## src/rtl/sdram_seq_pkg.sv

```systemverilog
package sdram_seq_pkg;

  typedef enum logic [3:0] {
    CMD_MRS = 4'b0000,
    CMD_REF = 4'b0001,
    CMD_PRE = 4'b0010,
    CMD_ACT = 4'b0011,
    CMD_WR  = 4'b0100,
    CMD_RD  = 4'b0101,
    CMD_NOP = 4'b0111
  } mem_cmd_e;

  typedef enum logic [3:0] {
    ST_WAIT,
    ST_INIT_PRE,
    ST_INIT_REF1,
    ST_INIT_REF2,
    ST_INIT_MRS,
    ST_IDLE,
    ST_PRE,
    ST_REF,
    ST_ACT,
    ST_WRITE,
    ST_READ,
    ST_RD_DONE
  } seq_state_e;

  localparam int AUTO_PRE_BIT = 10;
  localparam int MEM_ADDR_W   = 13;

  // Largest of the gap counts, used to size the single wait counter.
  function automatic int max_gap(input int a, input int b, input int c,
                                 input int d, input int e, input int f,
                                 input int g);
    int m;
    m = a;
    if (b > m) m = b;
    if (c > m) m = c;
    if (d > m) m = d;
    if (e > m) m = e;
    if (f > m) m = f;
    if (g > m) m = g;
    return m;
  endfunction

  // Address pattern that selects all banks on a precharge.
  function automatic logic [MEM_ADDR_W-1:0] all_banks_addr();
    logic [MEM_ADDR_W-1:0] a;
    a = '0;
    a[AUTO_PRE_BIT] = 1'b1;
    return a;
  endfunction

endpackage

```

## src/rtl/seq_wait_ctr.sv

```systemverilog
module seq_wait_ctr #(
  parameter int CNT_W     = 4,
  parameter int RESET_VAL = 1
) (
  input  logic             clk,
  input  logic             rst_n,
  input  logic             load,
  input  logic [CNT_W-1:0] load_val,
  output logic [CNT_W-1:0] cnt,
  output logic             done
);

  always_ff @(posedge clk or negedge rst_n) begin
    if (!rst_n)           cnt <= CNT_W'(RESET_VAL);
    else if (load)        cnt <= load_val;
    else if (cnt != '0)   cnt <= cnt - 1'b1;
  end

  assign done = (cnt == CNT_W'(1));

endmodule

```

## src/rtl/seq_cmd_encode.sv

```systemverilog
module seq_cmd_encode
  import sdram_seq_pkg::*;
#(
  parameter int                    ROW_W   = 13,
  parameter int                    COL_W   = 10,
  parameter logic [MEM_ADDR_W-1:0] MR0_VAL = 13'h0520
) (
  input  seq_state_e              state,
  input  logic [ROW_W-1:0]        row,
  input  logic [COL_W-1:0]        col,
  output logic [3:0]              cmd,
  output logic [MEM_ADDR_W-1:0]   addr
);

  always_comb begin
    cmd  = CMD_NOP;
    addr = '0;
    case (state)
      ST_INIT_PRE, ST_PRE: begin
        cmd  = CMD_PRE;
        addr = all_banks_addr();
      end
      ST_INIT_REF1, ST_INIT_REF2, ST_REF: cmd = CMD_REF;
      ST_INIT_MRS: begin
        cmd  = CMD_MRS;
        addr = MR0_VAL;
      end
      ST_ACT: begin
        cmd  = CMD_ACT;
        addr = MEM_ADDR_W'(row);
      end
      ST_WRITE: begin
        cmd  = CMD_WR;
        addr = MEM_ADDR_W'(col);
      end
      ST_READ: begin
        cmd  = CMD_RD;
        addr = MEM_ADDR_W'(col);
      end
      default: ;
    endcase
  end

endmodule

```

## src/rtl/sdram_cmd_seq.sv

```systemverilog
module sdram_cmd_seq
  import sdram_seq_pkg::*;
#(
  parameter int          ROW_W   = 13,
  parameter int          COL_W   = 10,
  parameter int          DATA_W  = 16,
  parameter int          BA_W    = 3,
  parameter int          T_INIT  = 10,
  parameter int          T_RP    = 3,
  parameter int          T_RFC   = 6,
  parameter int          T_MRD   = 4,
  parameter int          T_RCD   = 3,
  parameter int          T_CL    = 5,
  parameter int          T_WR    = 3,
  parameter logic [12:0] MR0_VAL = 13'h0520
) (
  input  logic              clk,
  input  logic              rst_n,
  input  logic              req_valid,
  output logic              req_ready,
  input  logic              req_write,
  input  logic [ROW_W-1:0]  req_row,
  input  logic [COL_W-1:0]  req_col,
  input  logic [DATA_W-1:0] req_wdata,
  output logic [DATA_W-1:0] rd_data,
  output logic              rd_valid,
  output logic [3:0]        mem_cmd,
  output logic [BA_W-1:0]   mem_ba,
  output logic [12:0]       mem_addr,
  output logic [DATA_W-1:0] mem_dq_out,
  output logic              mem_dq_oe,
  input  logic [DATA_W-1:0] mem_dq_in
);

  localparam int MAX_GAP = max_gap(T_INIT, T_RP, T_RFC, T_MRD, T_RCD, T_CL, T_WR);
  localparam int CNT_W   = $clog2(MAX_GAP + 1);

  seq_state_e         state_q, state_d, ret_q, ret_d;
  logic               first_done_q;
  logic               wr_q;
  logic [ROW_W-1:0]   row_q;
  logic [COL_W-1:0]   col_q;
  logic [DATA_W-1:0]  wdata_q, rdata_q;
  logic               ld;
  logic [CNT_W-1:0]   ld_val;
  logic [CNT_W-1:0]   wait_cnt;
  logic               wait_done;

  // Named internal events
  wire accept   = req_valid && req_ready;
  wire in_wait  = (state_q == ST_WAIT);
  wire rd_grab  = in_wait && wait_done && (ret_q == ST_RD_DONE);

  assign req_ready = (state_q == ST_IDLE);

  always_comb begin
    state_d = state_q;
    ret_d   = ret_q;
    ld      = 1'b0;
    ld_val  = '0;
    case (state_q)
      ST_WAIT:      if (wait_done) state_d = ret_q;
      ST_INIT_PRE:  begin ld = 1'b1; ld_val = CNT_W'(T_RP);  ret_d = ST_INIT_REF1; state_d = ST_WAIT; end
      ST_INIT_REF1: begin ld = 1'b1; ld_val = CNT_W'(T_RFC); ret_d = ST_INIT_REF2; state_d = ST_WAIT; end
      ST_INIT_REF2: begin ld = 1'b1; ld_val = CNT_W'(T_RFC); ret_d = ST_INIT_MRS;  state_d = ST_WAIT; end
      ST_INIT_MRS:  begin ld = 1'b1; ld_val = CNT_W'(T_MRD); ret_d = ST_IDLE;      state_d = ST_WAIT; end
      ST_IDLE:      if (accept) state_d = first_done_q ? ST_PRE : ST_ACT;
      ST_PRE:       begin ld = 1'b1; ld_val = CNT_W'(T_RP);  ret_d = ST_REF;       state_d = ST_WAIT; end
      ST_REF:       begin ld = 1'b1; ld_val = CNT_W'(T_RFC); ret_d = ST_ACT;       state_d = ST_WAIT; end
      ST_ACT:       begin ld = 1'b1; ld_val = CNT_W'(T_RCD); ret_d = wr_q ? ST_WRITE : ST_READ; state_d = ST_WAIT; end
      ST_WRITE:     begin ld = 1'b1; ld_val = CNT_W'(T_WR);  ret_d = ST_IDLE;      state_d = ST_WAIT; end
      ST_READ:      begin ld = 1'b1; ld_val = CNT_W'(T_CL);  ret_d = ST_RD_DONE;   state_d = ST_WAIT; end
      ST_RD_DONE:   state_d = ST_IDLE;
      default:      state_d = ST_IDLE;
    endcase
  end

  always_ff @(posedge clk or negedge rst_n) begin
    if (!rst_n) begin
      state_q      <= ST_WAIT;
      ret_q        <= ST_INIT_PRE;
      first_done_q <= 1'b0;
      wr_q         <= 1'b0;
      row_q        <= '0;
      col_q        <= '0;
      wdata_q      <= '0;
      rdata_q      <= '0;
    end else begin
      state_q <= state_d;
      ret_q   <= ret_d;
      if (accept) begin
        first_done_q <= 1'b1;
        wr_q         <= req_write;
        row_q        <= req_row;
        col_q        <= req_col;
        wdata_q      <= req_wdata;
      end
      if (rd_grab) rdata_q <= mem_dq_in;
    end
  end

  seq_wait_ctr #(
    .CNT_W     (CNT_W),
    .RESET_VAL (T_INIT)
  ) u_wait (
    .clk      (clk),
    .rst_n    (rst_n),
    .load     (ld),
    .load_val (ld_val),
    .cnt      (wait_cnt),
    .done     (wait_done)
  );

  seq_cmd_encode #(
    .ROW_W   (ROW_W),
    .COL_W   (COL_W),
    .MR0_VAL (MR0_VAL)
  ) u_enc (
    .state (state_q),
    .row   (row_q),
    .col   (col_q),
    .cmd   (mem_cmd),
    .addr  (mem_addr)
  );

  assign mem_ba     = '0;
  assign mem_dq_oe  = (state_q == ST_WRITE);
  assign mem_dq_out = wdata_q;
  assign rd_valid   = (state_q == ST_RD_DONE);
  assign rd_data    = rdata_q;

  // ---------------- assertions ----------------
  assert_ba_zero_R3: assert property (@(posedge clk) disable iff (!rst_n)
    mem_ba == '0);

  assert_cmd_one_cycle_R9: assert property (@(posedge clk) disable iff (!rst_n)
    (mem_cmd != CMD_NOP) |=> (mem_cmd == CMD_NOP));

  assert_wait_nonzero_R9: assert property (@(posedge clk) disable iff (!rst_n)
    in_wait |-> (wait_cnt != '0));

  assert_busy_after_accept_R4: assert property (@(posedge clk) disable iff (!rst_n)
    accept |=> !req_ready);

  assert_rdvalid_pulse_R8: assert property (@(posedge clk) disable iff (!rst_n)
    rd_valid |=> (!rd_valid && req_ready));

  assert_oe_only_write_R7: assert property (@(posedge clk) disable iff (!rst_n)
    mem_dq_oe |-> (mem_cmd == CMD_WR && !mem_addr[AUTO_PRE_BIT]));

  assert_pre_all_R2: assert property (@(posedge clk) disable iff (!rst_n)
    (mem_cmd == CMD_PRE) |-> (mem_addr == 13'h0400));

endmodule

```

## config.mk

```make
export PLATFORM = sky130hd
export DESIGN_NAME = sdram_cmd_seq
export DESIGN_NICKNAME = d
export VERILOG_FILES = /design/src/rtl/sdram_seq_pkg.sv /design/src/rtl/seq_wait_ctr.sv /design/src/rtl/seq_cmd_encode.sv /design/src/rtl/sdram_cmd_seq.sv
export SDC_FILE = /design/constraint.sdc
export NUM_CORES = 1
export LEC_CHECK = 0
export ABC_AREA = 1
export BUFFER_PORTS_ARGS = -buffer_cell sky130_fd_sc_hd__buf_2
export CORE_MARGIN = 2
export CORE_UTILIZATION = 50
export DETAILED_ROUTE_END_ITERATION = 8
export GPL_TIMING_DRIVEN = 1
export PLACE_DENSITY = 0.85
export SLEW_MARGIN = 10
export SYNTH_ARGS = -nofsm -noshare
export SYNTH_HDL_FRONTEND = slang
export SYNTH_SLANG_ARGS = --single-unit
```

## constraint.sdc

```tcl
create_clock -name clk -period 1.6 [get_ports clk]
set_input_delay 0.16 -clock clk [delete_from_list [all_inputs] [get_ports clk]]
set_output_delay 0.16 -clock clk [all_outputs]
set_load 0.005 [all_outputs]
```

==> metrics.cfg <==
[status]
status = finished, violations left
violations = DRC, setup timing

[placement]
io_buffers = 109
dpl.cell_count = 501
hpwl_um = 5500
pre_cts_ws_ns = -0.306
gp_congestion = 0.843
postPlaceCellArea_um2 = 4060

[timing]
timing.hold.ws_ns = 0.0440
max_slew.worst_pin.slew_ns = 0.514
relSlewSlack_pct = 65.7
hold_viol_final = 0
fin_skew_ns = 0.0168
setup_ws_ns = -0.304
timing.final.crit_share_pct = 119
rsz0062_at_grt = yes
max_freq_ghz = 0.525
fin_crit_ns = 1.90
finalSetupViolations = 59
slew_viol_final = 0

[floorplanning]
num_io_pins = 114
rows = 29
fp.dieArea_um2 = 7360
start_util_pct = 52.1
core-area_um2 = 6420
die_y_um = 85.8
die_w_um = 85.8

[run]
maxCapViolCount = 0

[route]
dr.pass1.iters = 9
drt-initial-drc-count = 220
wl_per_cell_um = 17.4
vias = 2952
vias_per_cell = 5.35
drc_errors = 4
drtAntennaViolNets = 0
drt_wl_total_um = 9620

[power]
pwr-share-clk_pct = 43.1
combPwrFrac_pct = 5.0
power_density_nw_per_um2 = 707
p_leak_nw = 2.66
peakVddDrop_mv = 0.647
p_sw_share_pct = 23.7
switchingPower_uw = 809
p_int_mw = 2.61
power_frac_seq_pct = 51.9

[finish]
fillers = 403
design_area_um2 = 4830
area_delta_synth_final_pct = 44.4
stdcell_count = 552
fin_nets = 532
antenna_cells = 0
layout-drive-gt1-share_pct = 58.1
utilization_pct = 75.3

[clocking]
cts-root-buf = clkbuf_8
clock_latency_ns = 0.35
clkTransAtPathRegs_ns = 0.09
h-tree-depth = 3
cts_buffers = 9
clock-sinks = 69
cts_tree = yes
cts_buffer_depth = 2

[worst_setup_path]
critPathKind = flip-flop to primary output
cp_data_required_time_ns = 1.44
critPathMaxStageDelay_ns = 0.48
cpMostUsedCell = nor2_4
r2r_cells = 7
crit_chain = inv_4 -> nand2_4 -> nor2_4 -> nor2_4 -> clkinvlp_4 -> a22o_1 -> buf_2
crit_slowest_cell = dfrtp_2
path_max_fanout = 5
endpoint_kind = primary output
arrival_ns = 1.74
start_kind = flip-flop

[global_routing]
grt_overflow = 0
grt_pass1_vias = 2878
grt_pass1_wl_um = 13300
antenna_found_initial = 0
grt_max_degree = 30
grt_use_total_pct = 23.1

[synthesis]
ys_warn_count = 0
syn_area_um2 = 3350
ys_ff_latch = 69
synth_cell_type_count = 30
ys_seq_area_share_pct = 51.7
syn_inst = 310
syn_area_per_cell_um2 = 10.8

[hold_path]
holdCritPathClass = input port to flip-flop
whs_path_depth = 2

[Yosys cell counts]
| library cell | count | share of area (%) |
|---|---|---|
| conb_1 | 1 | 0.11 |
| inv_2 | 6 | 0.67 |
| mux2_2 | 4 | 1.3 |
| nand3b_1 | 1 | 0.22 |
| nor2_2 | 13 | 2.4 |
| nand3_1 | 13 | 1.9 |
| ha_1 | 3 | 1.1 |
| nor2_4 | 1 | 0.34 |
| buf_4 | 5 | 1.1 |
| nor2_1 | 41 | 4.6 |
| nand2_4 | 3 | 1.0 |
| buf_6 | 6 | 2.0 |
| buf_2 | 2 | 0.30 |
| xor2_1 | 2 | 0.52 |
| nand2_1 | 39 | 4.4 |
| o21ai_0 | 7 | 1.0 |
| nand2_2 | 2 | 0.37 |
| mux2_4 | 33 | 15 |
| a22o_1 | 8 | 2.1 |
| nand4_1 | 2 | 0.37 |
| o22ai_1 | 1 | 0.19 |
| a22oi_1 | 1 | 0.22 |
| o21a_1 | 2 | 0.45 |
| nor2_8 | 1 | 0.60 |
| nor3_1 | 3 | 0.45 |
| nor3b_1 | 1 | 0.22 |
| inv_1 | 17 | 1.9 |
| a21oi_1 | 23 | 3.4 |
| dfrtp_1 | 66 | 49 |
| dfstp_2 | 3 | 2.4 |
[layout make-up]
cell class              instances  area (µm²)  area share, %
clock buffers                  10         138           2.85
clock inverters                 6        61.3           1.27
inverters                      23         101           2.10
multi-input cells             208        1610           33.2
flip-flops and latches         69        1740           35.9
well taps                      77        96.3           1.99
repair buffers                158        1090           22.5
repair inverters                1        7.51          0.155
[path summary, 6_finish.rpt]
kind                                           start                   endpoint  slack [ns]
setup / recovery              state_q[1]$_DFFE_PN0P_                mem_addr[2]       -0.30
hold / removal                          req_wdata[9]  mem_dq_out[9]$_DFFE_PN0P_        0.04
setup reg to reg              state_q[1]$_DFFE_PN0P_       row_q[2]$_DFFE_PN0P_       -0.17
hold reg to reg            u_wait.cnt[1]$_DFFE_PN1P_  u_wait.cnt[1]$_DFFE_PN1P_        0.50
max in group asynchronous                      rst_n       row_q[2]$_DFFE_PN0P_        0.77
min in group asynchronous                      rst_n       ret_q[3]$_DFFE_PN0P_        0.31
[through the flow]
stage	power (mW)	setup TNS, ns
finish	3.42	-9.69
global route	3.53	-13.84
CTS	3.40	-4.35
detailed placement	1.98	-4.38
global placement	1.97	-3.32
floorplan	1.84	0
[what timing repair did]
action                                 4_1_cts  5_1_grt
setup buffers                               18       12
setup endpoints to repair                   34       82
endpoints found under the hold margin       14        0
pin swaps                                    9       12
hold buffers                                 1        0
cloned                                       1        4
resized for setup                           33       45
[power groups by stage]
stage          clock, mW  combinational (mW)  sequential (mW)
5_1_grt             1.56               0.192             1.78
6_report            1.47               0.171             1.78
4_1_cts             1.46               0.171             1.78
3_3_place_gp           0               0.163             1.81
3_5_place_dp           0               0.168             1.81
2_1_floorplan          0              0.0275             1.81
[kinds of logic after synthesis]
family / after synthesis / synth area share (%)
xor gates and xnor gates: 2 / 0.523
DFF: 69 / 51.7
other: 1 / 0.112
adders and majority gates: 3 / 1.12
buffers and inverters: 36 / 6.02
muxes: 37 / 16.1
AOI/OAI and AO/OA: 42 / 7.44
and+or+nand+nor: 120 / 16.9
[per-layer routing]
layer  wire length (µm)  global-route usage, %  part of all wire (%)  up-vias
met3                692                   6.26                   7.2       27
met5                  0                      0                     0        -
met4                263                   8.66                   2.7        0
met1               3820                   28.5                    40     1426
met2               4840                   39.1                    50      162
li1                   -                      -                     -     1337
[critical path: cells and delay by family (launching register included)]
kind                   cells  cell delay, ns
AO/OA/AOI/OAI              1            0.21
buffers and inverters      3            0.37
flip-flops                 1            0.48
AND/OR/NAND/NOR            3            0.32
[sequential cells by signal (all words and copies together), names as in the netlist]
signal	cells
state_q	4
mem_dq_out	16
col_q	10
wr_q	1
ret_q	4
row_q	13
u_wait.cnt	4
rd_data	16
first_done_q	1
[cell usage in the layout, fill, tap and decap left out, types with 4 or more instances in the layout]
cell type and instances:
buf_2 108, dfrtp_1 62, mux2_4 33, buf_4 32, nand2_1 28, nor2_1 26
a21oi_1 21, inv_1 15, nor2_4 15, nor2_2 14, nand3_1 13, clkbuf_8 10
nand2_2 9, a22o_1 8, buf_6 7, nand2_4 6, buf_12 5, inv_4 4
o21ai_0 4, mux2_2 4, conb_1 4, dfrtp_2 4
Note: power is estimated with default switching activity, not from simulation.
